===== config.mk =====
export PLATFORM = sky130hd
export DESIGN_NAME = bound_guard
export DESIGN_NICKNAME = d
export VERILOG_FILES = /design/src/rtl/bound_guard.sv
export SDC_FILE = /design/constraint.sdc
export NUM_CORES = 1
export LEC_CHECK = 0
export BUFFER_PORTS_ARGS = -buffer_cell sky130_fd_sc_hd__buf_2
export CAP_MARGIN = 5
export CORE_MARGIN = 3
export CORE_UTILIZATION = 45
export CTS_BUF_LIST = sky130_fd_sc_hd__clkbuf_8
export DETAILED_ROUTE_END_ITERATION = 10
export PLACE_DENSITY = 0.66
export SKIP_CTS_REPAIR_TIMING = 1
export SLEW_MARGIN = 15
export SYNTH_ARGS = -nofsm -noshare
export SYNTH_HDL_FRONTEND = slang
export SYNTH_SLANG_ARGS = --single-unit

===== constraint.sdc =====
create_clock -name clk -period 7.15 [get_ports clk]
set_clock_uncertainty 0.2 [all_clocks]
set_input_delay 1.43 -clock clk [delete_from_list [all_inputs] [get_ports clk]]
set_output_delay 1.43 -clock clk [all_outputs]
set_load 0.01 [all_outputs]

===== src/rtl/bound_guard.sv =====
module bound_guard #(
  parameter int AW = 32
) (
  input  logic          clk,
  input  logic          rst_n,
  input  logic          acc_valid,
  input  logic [AW-1:0] acc_addr,
  input  logic          acc_write,
  input  logic          kmode,
  input  logic          cfg_we,
  input  logic          cfg_sel,
  input  logic [AW-1:0] cfg_data,
  output logic          acc_grant,
  output logic          fault,
  output logic          priv_fault,
  output logic [AW-1:0] fault_addr,
  output logic          fault_write
);

  localparam int SW = AW + 1;

  logic [AW-1:0] base_q;
  logic [AW-1:0] size_q;
  logic [SW-1:0] top_w;
  logic          in_region;
  logic          cfg_ok;

  assign top_w     = {1'b0, base_q} + {1'b0, size_q};
  assign in_region = ({1'b0, acc_addr} >= {1'b0, base_q}) &&
                     ({1'b0, acc_addr} <  top_w);

  assign acc_grant  = acc_valid && (kmode || in_region);
  assign fault      = acc_valid && !kmode && !in_region;
  assign priv_fault = cfg_we && !kmode;
  assign cfg_ok     = cfg_we && kmode;

  always_ff @(posedge clk) begin
    if (!rst_n) begin
      base_q <= '0;
      size_q <= '0;
    end else if (cfg_ok) begin
      if (cfg_sel) size_q <= cfg_data;
      else         base_q <= cfg_data;
    end
  end

  always_ff @(posedge clk) begin
    if (!rst_n) begin
      fault_addr  <= '0;
      fault_write <= 1'b0;
    end else if (fault) begin
      fault_addr  <= acc_addr;
      fault_write <= acc_write;
    end
  end

endmodule


==> Yosys cells after proc, flatten, opt, wreduce, memory -nomap -nowiden <==
Index checks and enable logic that the tools add are counted.
{ "totals": {"regBits": 97, "inputBits": 71, "out_inout_bits": 36, "wordCells": 19} }
{ "classes": {"addsub": 1, "magnitude_cmp": 2, "bitwise_logic": 1, "n_reduce_logical": 11} }
{ "ops": {"columns": ["operator", "n"], "rows": [
  ["adder 32 x 32 -> 33 bit", 1],
  ["less-than comparator 32 x 33 -> 1 bit", 1],
  [">= comparator 32 bit", 1],
  ["logical AND 1 bit", 6],
  ["AND reduction 2 bit", 2],
  ["logical NOT 1 bit", 2],
  ["logical OR 1 bit", 1],
  ["inverter 1 bit", 1]
]} }

==> Logic depth before layout (Yosys ltp) <==
Gate-level depths: netlist of run 1.
{ "depth": {"depth_word": 5, "depth_mapped": 23, "ltp_nobuf": 21} }

==> Least setup slack after synthesis of run 1 <==
OpenSTA, ideal clock, no wires.
{ "synth_path": {"path_type": "register to output", "start": "register base_q[0]", "end": "output fault", "arrival_time_ps": 4449, "t_required_ps": 5520, "path_slack_ps": 1071, "stages_incl_launch_ff": 23, "n_path_buf": 2, "path_cell_list": "dfxtp_1 > ha_1 > fa_1 > a211oi_1 > o211ai_1 > nor2b_1 > or3_1 > a311oi_1 > a2111oi_0 > o221ai_1 > nand2b_1 > xnor2_1 > ha_1 > a21oi_1 > nor2b_1 > a2111oi_0 > nand2_1 > a31o_2 > o21ai_1 > o32a_1 > nor3b_2 > buf_6 > buf_12"} }
{ "synth_via": {"elab_chain_len": 5, "elab_cells_between_ends": 6, "classes_between": "add/sub (1); order compare (2); reduce/logical (3)"} }
{ "synth_lines": {"columns": ["item", "line_no", "source"], "rows": [
  ["start, declared", "22", "logic [AW-1:0] base_q;"],
  ["start signal, assigned", "43", "else base_q <= cfg_data;"],
  ["adder 32 x 32 -> 33 bit", "28", "assign top_w = {1'b0, base_q} + {1'b0, size_q};"],
  ["less-than comparator 32 x 33 -> 1 bit", "30", "({1'b0, acc_addr} < top_w);"],
  ["logical AND 1 bit (*)", "29", "assign in_region = ({1'b0, acc_addr} >= {1'b0, base_q}) &&"],
  ["logical NOT 1 bit (*)", "33", "assign fault = acc_valid && !kmode && !in_region;"],
  ["logical AND 1 bit (*)", "33", null],
  ["end, declared", "14", "output logic fault,"]
]} }
Mark *: on every way between the ends. The rest lies on a longest branch, timed or not.

==> Final worst setup path of run 1 <==
{ "layout_path": {"start": "register base_q[0]", "end": "output acc_grant"} }
{ "layout_via": {"elab_chain_len": 5, "elab_cells_between_ends": 6, "classes_between": "add/sub (1); order compare (2); reduce/logical (3)"} }
{ "layout_lines": {"columns": ["item", "line_no", "source"], "rows": [
  ["adder 32 x 32 -> 33 bit", "28", null],
  ["less-than comparator 32 x 33 -> 1 bit", "30", null],
  ["logical AND 1 bit (*)", "29", null],
  ["logical OR 1 bit (*)", "32", "assign acc_grant = acc_valid && (kmode || in_region);"],
  ["logical AND 1 bit (*)", "32", null],
  ["end, declared", "13", "output logic acc_grant,"]
]} }
Marks and branches as above.

==> results of run 1 <==
## power groups by stage
stage	registers, mW	logic [mW]	clock network (mW)
finish	0.576	0.236	0.449
global route	0.579	0.269	0.483
CTS	0.576	0.237	0.461
detailed placement	0.588	0.236	0
global placement	0.588	0.235	0
floorplan	0.591	0.153	0
## cell families after synthesis
group           synth area share (%)
mux                             4.90
xor+xnor                        3.90
fa+ha+maj                       17.9
buf+inv                         4.68
flops                           28.8
compound gates                  20.7
simple gates                    19.1
## state kept, by name (all words and copies together) (netlist names)
| name | cells |
|---|---|
| base_q | 32 |
| fault_write | 1 |
| fault_addr | 32 |
| size_q | 32 |
## routing by layer
layer / track usage, % / vias up / routed length, um
li1: - / 3054 / -
met1: 28.7 / 2686 / 8260
met2: 32.0 / 118 / 7360
met3: 3.45 / 15 / 696
met4: 6.24 / 0 / 232
met5: 0 / - / 0
## per-stage QoR
step | hold slack [ns] | worst slack, ns
after detailed placement | 0.246 | 0.612
final | 0.255 | 0.444
after CTS | 0.260 | 0.126
after global routing | 0.279 | 0.0974
after floorplan | 0.247 | 1.07
after global placement | 0.241 | 0.678
## Yosys cell counts, types with 3 or more instances
cell / instances
nand2_1: 212
dfxtp_1: 97
ha_1: 95
a21boi_0: 65
a21oi_1: 44
inv_1: 36
mux2i_1: 33
clkbuf_1: 29
a21o_1: 27
o21ai_0: 26
nor2_1: 21
xnor2_1: 17
xor2_1: 13
nand2b_1: 11
nand4_1: 11
nor3_1: 10
nand3_1: 9
nor2b_1: 8
a2111oi_0: 5
o21a_1: 5
a211oi_1: 4
o211ai_1: 4
or2_2: 4
and2_1: 3
buf_12: 3
## worst min-delay path by stage
stage              startpoint        endpoint  slack, ns  cells past startpoint
2_1_floorplan      size_q[15]      size_q[15]       0.25                      2
3_3_place_gp   fault_addr[24]  fault_addr[24]       0.24                      2
3_5_place_dp   fault_addr[25]  fault_addr[25]       0.25                      2
4_1_cts        fault_addr[25]  fault_addr[25]       0.26                      2
5_1_grt        fault_addr[12]  fault_addr[12]       0.28                      2
6_report       fault_addr[25]  fault_addr[25]       0.26                      2
## critical path, stage by stage, from the launching register on
cell and delay (ns):
dfxtp_1 0.34, ha_1 0.22, fa_1 0.44, a211oi_2 0.26, o211ai_1 0.15, nor2b_1 0.18
or3_1 0.42, a311oi_2 0.30, a2111oi_0 0.19, o221ai_1 0.20, nand2b_1 0.09, xnor2_1 0.13
ha_1 0.28, a21oi_1 0.12, nor2b_1 0.07, a2111oi_2 0.37, nand2_1 0.09, a31o_2 0.22
o21ai_1 0.11, o32a_1 0.22, o21a_1 0.13, buf_2 0.16
## cell type report
cell class                      instances  area, um^2
Fill cell                            1421        6960
Timing Repair Buffer                  109         556
Clock inverter                          6         114
Clock buffer                           10         138
Sequential cell                        97        1940
Tap cell                              184         230
Inverter                               36         135
Multi-Input combinational cell        662        4520
==> flow_summary.json, run 1 <==
{
  "die_area_um2": 16500,
  "root_buffer": "clkbuf_8",
  "coreArea_um2": 14600,
  "rsz0062_at_grt": "no",
  "wirelength_um": 16600,
  "clock_sinks": 97,
  "final_common_cell": "nand2_1",
  "synth_nets": 995,
  "r2r_start": "base_q[0]",
  "drc_errors": 0,
  "maxSlewViolCount": 0,
  "routedWlPerCell_um": 15.0,
  "synthToLayoutAreaGrowth_pct": 13.2,
  "yosysTopAreaCell": "dfxtp_1",
  "fin_nets": 1082,
  "layout.cells.non_filler": 1104,
  "max_freq_mhz": 149,
  "port_buffers": 106,
  "vias": 5873,
  "seqPwrFrac_pct": 45.7,
  "pin_count": 107,
  "p_int_mw": 0.908,
  "synth_area_leaders": "dfxtp_1 29%, ha_1 18%, nand2_1 12%",
  "clk_latency_ns": 0.40,
  "hold_violations": 0,
  "synth_flop_cell": "dfxtp_1",
  "combinationalPowerShare_pct": 18.7,
  "netlist.area_leader.share_pct": 28.8,
  "postLayoutCoreUtil_pct": 52.3,
  "dr.pass1.iters": 4,
  "layout_common_cells": "212 x nand2_1, 105 x buf_2, 97 x dfxtp_1, 95 x ha_1, 65 x a21boi_0",
  "path_class": "reg -> out",
  "dp_cells": 1088,
  "post-route-period-util_pct": 93.8,
  "synthArstFlopShare_pct": 0,
  "chipWidth_um": 128,
  "synth-edff-count": 0,
  "hp-class": "reg -> reg",
  "r2r_end": "fault_addr[14]",
  "relSlewSlack_pct": 24.4,
  "cts_made_buffers": 9,
  "dp.final_hpwl_um": 12600,
  "place_area_um2": 7360,
  "cp.required_ns": 5.52,
  "grt_max_degree": 131,
  "path_max_fanout": 3,
  "cp-endpoint": "acc_grant",
  "startpoint": "base_q[0]",
  "ys_ff_latch": 97,
  "grt_usage_pct": 20.4,
  "gp_congestion": 0.874,
  "p_leak_nw": 3.27,
  "grt_overflow": 0,
  "power_density_nw_per_um2": 165,
  "tritoncts": "built",
  "ant_nets": 0,
  "end_kind": "primary output",
  "startpoint_type": "flip-flop",
  "clkPwrFrac_pct": 35.6,
  "ir_drop_v": 0.0000751,
  "finalPower_mw": 1.26,
  "via_per_inst": 5.32,
  "swShare_pct": 28.0,
  "drive_above_1_share_pct": 15.1,
  "clk_pin_slew_worst_paths_ns": 0.09,
  "grt_pass1_wl_um": 26900,
  "antenna_found_initial": 0,
  "arrival_ns": 5.08,
  "yosys_warnings": 0,
  "final_area_um2": 7630,
  "cts_max_path_buffers": 2,
  "synth_area_um2": 6740,
  "cts_max_level": 3,
  "reg2reg_depth": 22,
  "num_rows": 44,
  "avgSynthCellArea_um2": 8.14,
  "syn_inst": 828,
  "die_h_um": 128,
  "start_util_pct": 46.2,
  "setup_viol": 0,
  "worst_pin_slew_ns": 1.13,
  "tns_ns": 0,
  "status": "complete, no violations",
  "fin_crit_ns": 6.71,
  "drv_cap": 0,
  "seq_area_frac_synth_pct": 28.8,
  "first_iter_violations": 362,
  "grt_pass1_vias": 5390,
  "synth_cell_types": 55,
  "ff2ff_setup_slack_ns": 1.62,
  "diodes": 0,
  "power.net_switching_mw": 0.353
}
Power figures use the tool's default switching activity.
==> run 2: changes to the inputs <==
--- a/config.mk
+++ b/config.mk
@@ -7,11 +7,13 @@
 export LEC_CHECK = 0
 export BUFFER_PORTS_ARGS = -buffer_cell sky130_fd_sc_hd__buf_2
 export CAP_MARGIN = 5
+export CELL_PAD_IN_SITES_DETAIL_PLACEMENT = 2
+export CELL_PAD_IN_SITES_GLOBAL_PLACEMENT = 2
 export CORE_MARGIN = 3
-export CORE_UTILIZATION = 45
+export CORE_UTILIZATION = 35
 export CTS_BUF_LIST = sky130_fd_sc_hd__clkbuf_8
 export DETAILED_ROUTE_END_ITERATION = 10
-export PLACE_DENSITY = 0.66
+export PLACE_DENSITY = 0.83
 export SKIP_CTS_REPAIR_TIMING = 1
 export SLEW_MARGIN = 15
 export SYNTH_ARGS = -nofsm -noshare
==> run 2 against run 1 <==
  * Hold slack better by 0.0072 ns
  * Critical endpoint unchanged
  * Clock power down 2%
  * Highest routed layer unchanged
  * Critical path depth down 1
  * Worst setup slack worse by 0.20 ns
  * Global-route usage up 1.5 points
  * Routed wire length up 34%
==> flow_summary.json, run 2 (synthesized netlist as in run 1, its figures left out) <==
{
  "pin_count": 107,
  "coreArea_um2": 18800,
  "cts_max_level": 3,
  "dp_cells": 1166,
  "via_per_inst": 5.30,
  "cp.required_ns": 5.52,
  "diodes": 0,
  "grt_pass1_vias": 6859,
  "num_rows": 50,
  "maxSlewViolCount": 0,
  "startpoint_type": "flip-flop",
  "synthToLayoutAreaGrowth_pct": 14.9,
  "end_kind": "primary output",
  "p_int_mw": 0.907,
  "vias": 6259,
  "die_h_um": 145,
  "clk_latency_ns": 0.40,
  "grt_overflow": 0,
  "setup_viol": 0,
  "root_buffer": "clkbuf_8",
  "post-route-period-util_pct": 96.5,
  "first_iter_violations": 342,
  "drc_errors": 0,
  "path_max_fanout": 3,
  "port_buffers": 106,
  "finalPower_mw": 1.27,
  "dp.final_hpwl_um": 17200,
  "antenna_found_initial": 0,
  "power.net_switching_mw": 0.367,
  "relSlewSlack_pct": 41.6,
  "die_area_um2": 21000,
  "max_stage_delay_ns": 0.45,
  "cts_made_buffers": 9,
  "timing.hold.ws_ns": 0.263,
  "clock_sinks": 97,
  "worst_pin_slew_ns": 0.875,
  "layout.cells.non_filler": 1182,
  "hp-class": "reg -> reg",
  "drv_cap": 0,
  "start_util_pct": 35.8,
  "arrival_ns": 5.27,
  "wirelength_um": 22200,
  "dr.pass1.iters": 4,
  "path_class": "reg -> out",
  "final_area_um2": 7750,
  "combinationalPowerShare_pct": 20.2,
  "hold_violations": 0,
  "swShare_pct": 28.8,
  "grt_max_degree": 70,
  "tns_ns": 0,
  "clk_pin_slew_worst_paths_ns": 0.09,
  "fin_nets": 1086,
  "layout_common_cells": "212 x nand2_1, 105 x buf_2, 97 x dfxtp_1, 95 x ha_1, 65 x a21boi_0",
  "chipWidth_um": 145,
  "max_freq_mhz": 145,
  "fin_crit_ns": 6.90,
  "grt_usage_pct": 21.9,
  "tritoncts": "built",
  "drive_above_1_share_pct": 15.3,
  "gp_congestion": 0.841,
  "cts_max_path_buffers": 2,
  "power_density_nw_per_um2": 164,
  "status": "complete, no violations",
  "crit_slowest_cell": "fa_1",
  "p_leak_nw": 3.29,
  "clkPwrFrac_pct": 34.5,
  "routedWlPerCell_um": 18.8,
  "crit_chain": "ha_1 > fa_1 > a211oi_2 > o211ai_1 > nor2b_1 > or3_1 > a311oi_2 > buf_4 > a211o_1 > xor2_1 > ha_1 > a21o_1 > a21o_1 > a2111oi_4 > nand2_1 > a31o_2 > o21ai_1 > o32a_1 > o21a_1 > buf_2",
  "seqPwrFrac_pct": 45.3,
  "grt_pass1_wl_um": 36300,
  "ant_nets": 0,
  "place_area_um2": 7470,
  "top_regs": "base_q x32, fault_addr x32, size_q x32",
  "ir_drop_v": 0.0000667,
  "final_common_cell": "nand2_1"
}
## run 2: per-layer routing
metal	share of wire [%]	GRT usage [%]
met1	46	28.0
met2	49	37.9
met3	2.7	2.92
met4	2.5	7.76
met5	0	0
## run 2: final timing paths
| path | start | end | slack (ns) | cells after the start |
|---|---|---|---|---|
| worst max-delay path | base_q[0] | acc_grant | 0.25 | 20 |
| worst min-delay path | fault_addr[30] | fault_addr[30] | 0.26 | 2 |
| worst max register to register | base_q[0] | fault_addr[7] | 1.34 | 22 |
| worst min register to register | fault_addr[30] | fault_addr[30] | 0.26 | 2 |
## run 2: cell type report
cell class	count	area (um^2)
clock buffers	10	138
well taps	260	325
flip-flops and latches	97	1940
multi-input cells	662	4530
clock inverters	4	93.8
inverters	36	135
repair buffers	113	586
fillers	2181	11100
## run 2: power groups by stage
| stage | clock network (mW) | registers, mW | logic, mW |
|---|---|---|---|
| global placement | 0 | 0.588 | 0.241 |
| finish | 0.439 | 0.577 | 0.258 |
| detailed placement | 0 | 0.590 | 0.252 |
| floorplan | 0 | 0.591 | 0.153 |
| global route | 0.480 | 0.580 | 0.291 |
| CTS | 0.455 | 0.578 | 0.257 |
## run 2: worst max-delay path, delay by kind of cell (launching register included)
kind,cells,cell delay [ns]
flip-flops,1,0.35
XOR/XNOR,1,0.15
buffers and inverters,2,0.32
adder cells (fa/ha/maj),3,0.95
AO/OA/AOI/OAI,11,2.44
AND/OR/NAND/NOR,3,0.68
## run 2: stage by stage
step                worst slack [ns]  util (%)
floorplan                       1.07         -
global placement               0.578      39.7
detailed placement             0.325      39.7
CTS                           -0.153      40.9
global route                 -0.0630      41.2
finish                         0.248      41.2
==> run 3: changes to the inputs <==
==> constraint.sdc (replaced) <==
create_clock -name clk -period 7.15 [get_ports clk]
set_clock_uncertainty 0.2 [all_clocks]
set_input_delay 1.43 -clock clk [delete_from_list [all_inputs] [get_ports clk]]
set_output_delay 1.43 -clock clk [all_outputs]
set_load 0.02 [all_outputs]
==> run 3 against run 2 <==
  * Die area did not move
  * Final area fell by 0.40%
  * Highest routed layer unchanged
  * Critical path depth rose by 2
  * Global-route usage fell by 0.58 points
  * Total power fell by 6.7%
  * Sequential power barely moved
  * Combinational power rose by 4%
  * Hold slack got worse by 0.0012 ns
  * Largest cell class unchanged
  * Clock power fell by 22%
  * Maximum frequency rose by 0.11%
  * Register-to-register slack got worse by 0.02 ns
==> flow_summary.json, run 3 (synthesized netlist as in run 1, its figures left out) <==
{
  "ff2ff_setup_slack_ns": 1.32,
  "hold_depth": 2,
  "vias": 6231,
  "grt_pass1_wl_um": 35400,
  "grt_max_degree": 70,
  "min_to": "fault_addr[10]",
  "maxSlewViolCount": 0,
  "path_max_fanout": 3,
  "drive_above_1_share_pct": 15.6,
  "crit_chain": "ha_1 > fa_2 > a211oi_4 > o211ai_1 > nor2b_1 > or3_4 > a311oi_4 > a2111oi_2 > o221ai_1 > nand2b_1 > xnor2_1 > ha_1 > o21ai_0 > nand2b_1 > a21oi_1 > a211oi_1 > o211a_1 > o21ai_1 > o32a_1 > buf_4 > nor3b_4 > buf_2",
  "diodes": 0,
  "startpoint_type": "flip-flop",
  "r2r_start": "base_q[0]",
  "die_h_um": 145,
  "dp.final_hpwl_um": 17200,
  "dp_cells": 1166,
  "clock_sinks": 97,
  "setup_viol": 0,
  "status": "complete, no violations",
  "gp_congestion": 0.842,
  "fin_nets": 1086,
  "highest_layer": "met4",
  "path_class": "reg -> out",
  "via_per_inst": 5.26,
  "crit_slowest_cell": "or3_4",
  "power_density_nw_per_um2": 154,
  "wl_met2_um": 10900,
  "p_leak_nw": 3.27,
  "cp.required_ns": 5.52,
  "post-route-period-util_pct": 96.4,
  "min-delay-start": "fault_addr[10]",
  "wl_met1_um": 10300,
  "root_buffer": "clkbuf_8",
  "drv_cap": 0,
  "worst_pin_slew_ns": 0.915,
  "hp-class": "reg -> reg",
  "tritoncts": "built",
  "dr.pass1.iters": 4,
  "clk_latency_ns": 0.40,
  "drc_errors": 0,
  "cts_max_level": 3,
  "num_rows": 50,
  "grt_usage_pct": 21.3,
  "final_common_cell": "nand2_1",
  "wl_met3_um": 722,
  "synthToLayoutAreaGrowth_pct": 14.5,
  "cts_made_buffers": 9,
  "top_regs": "base_q x32, fault_addr x32, size_q x32",
  "antenna_found_initial": 0,
  "max_freq_mhz": 145,
  "relSlewSlack_pct": 38.9,
  "max_stage_delay_ns": 0.42,
  "cts_max_path_buffers": 2,
  "chipWidth_um": 145,
  "start_util_pct": 35.8,
  "routedWlPerCell_um": 18.7,
  "first_iter_violations": 237,
  "die_area_um2": 21000,
  "grt_pass1_vias": 6697,
  "coreArea_um2": 18800,
  "crit_family": "compound AO/OA/AOI/OAI gates",
  "end_kind": "primary output",
  "port_buffers": 106,
  "hold_violations": 0,
  "r2r_end": "fault_addr[30]",
  "tns_ns": 0,
  "arrival_ns": 5.26,
  "layout.cells.non_filler": 1184,
  "clk_pin_slew_worst_paths_ns": 0.10,
  "ir_drop_v": 0.0000835,
  "fin_crit_ns": 6.89,
  "filler_cell_count": 2168,
  "worst-path-buf-inv": 2,
  "layout_common_cells": "212 x nand2_1, 105 x buf_2, 97 x dfxtp_1, 95 x ha_1, 65 x a21boi_0",
  "reg2reg_depth": 23,
  "wirelength_um": 22100,
  "pin_count": 107,
  "ant_nets": 0,
  "grt_overflow": 0
}
==> run 3: how the worst max path moves through the flow <==
| stage | start | to | slack (ns) | cells past startpoint |
|---|---|---|---|---|
| after floorplan | base_q[0] | fault | 1.07 | 22 |
| after global placement | base_q[0] | acc_grant | 0.54 | 21 |
| after detailed placement | base_q[0] | acc_grant | 0.14 | 21 |
| after CTS | base_q[0] | acc_grant | -0.41 | 21 |
| after global routing | base_q[0] | fault | -0.07 | 22 |
| final | base_q[0] | fault | 0.26 | 22 |
==> run 3: metal layers <==
| metal | GRT usage (%) | up-vias |
|---|---|---|
| met2 | 37.3 | 95 |
| li1 | - | 3052 |
| met5 | 0 | - |
| met1 | 27.9 | 3065 |
| met4 | 5.50 | 0 |
| met3 | 2.56 | 19 |
==> run 3: power by group <==
group	internal, mW	switching [mW]	leakage (nW)
combinational	0.108	0.160	2.39
clock	0.134	0.209	0.0909
sequential	0.563	0.0143	0.789
total	0.804	0.383	3.27
==> run 3: area by class of cell <==
type | count | area [um^2] | share of cell area [%]
Clock inverter | 6 | 36.3 | 0.470
Timing Repair Buffer | 113 | 586 | 7.59
Inverter | 36 | 135 | 1.75
Sequential cell | 97 | 1940 | 25.2
Tap cell | 260 | 325 | 4.21
Clock buffer | 10 | 138 | 1.78
Multi-Input combinational cell | 662 | 4560 | 59.0
==> run 3: metrics by stage <==
| step | power [mW] | setup slack (ns) | util (%) | cell area [um^2] | hold WS [ns] |
|---|---|---|---|---|---|
| after floorplan | 0.754 | 1.07 | - | 6740 | 0.247 |
| after global placement | 0.838 | 0.543 | 39.7 | 7470 | 0.240 |
| after detailed placement | 0.851 | 0.139 | 39.7 | 7470 | 0.251 |
| after CTS | 1.20 | -0.407 | 40.6 | 7640 | 0.266 |
| after global routing | 1.26 | -0.0729 | 41.0 | 7720 | 0.286 |
| final | 1.19 | 0.256 | 41.0 | 7720 | 0.261 |
==> run 3: worst register-to-register path: stages (launching register included) <==
cell       delay (ns)
dfxtp_1          0.34
ha_1             0.25
fa_2             0.41
a211oi_4         0.31
o211ai_1         0.16
nor2b_1          0.18
or3_4            0.42
a311oi_4         0.36
a2111oi_2        0.13
o221ai_1         0.19
nand2b_1         0.10
xnor2_1          0.13
ha_1             0.31
o21ai_0          0.10
nand2b_1         0.11
a21oi_1          0.10
a211oi_1         0.28
o211a_1          0.19
o21ai_1          0.06
o32a_1           0.19
buf_4            0.14
nor3b_4          0.22
buf_4            0.61
mux2i_1          0.28
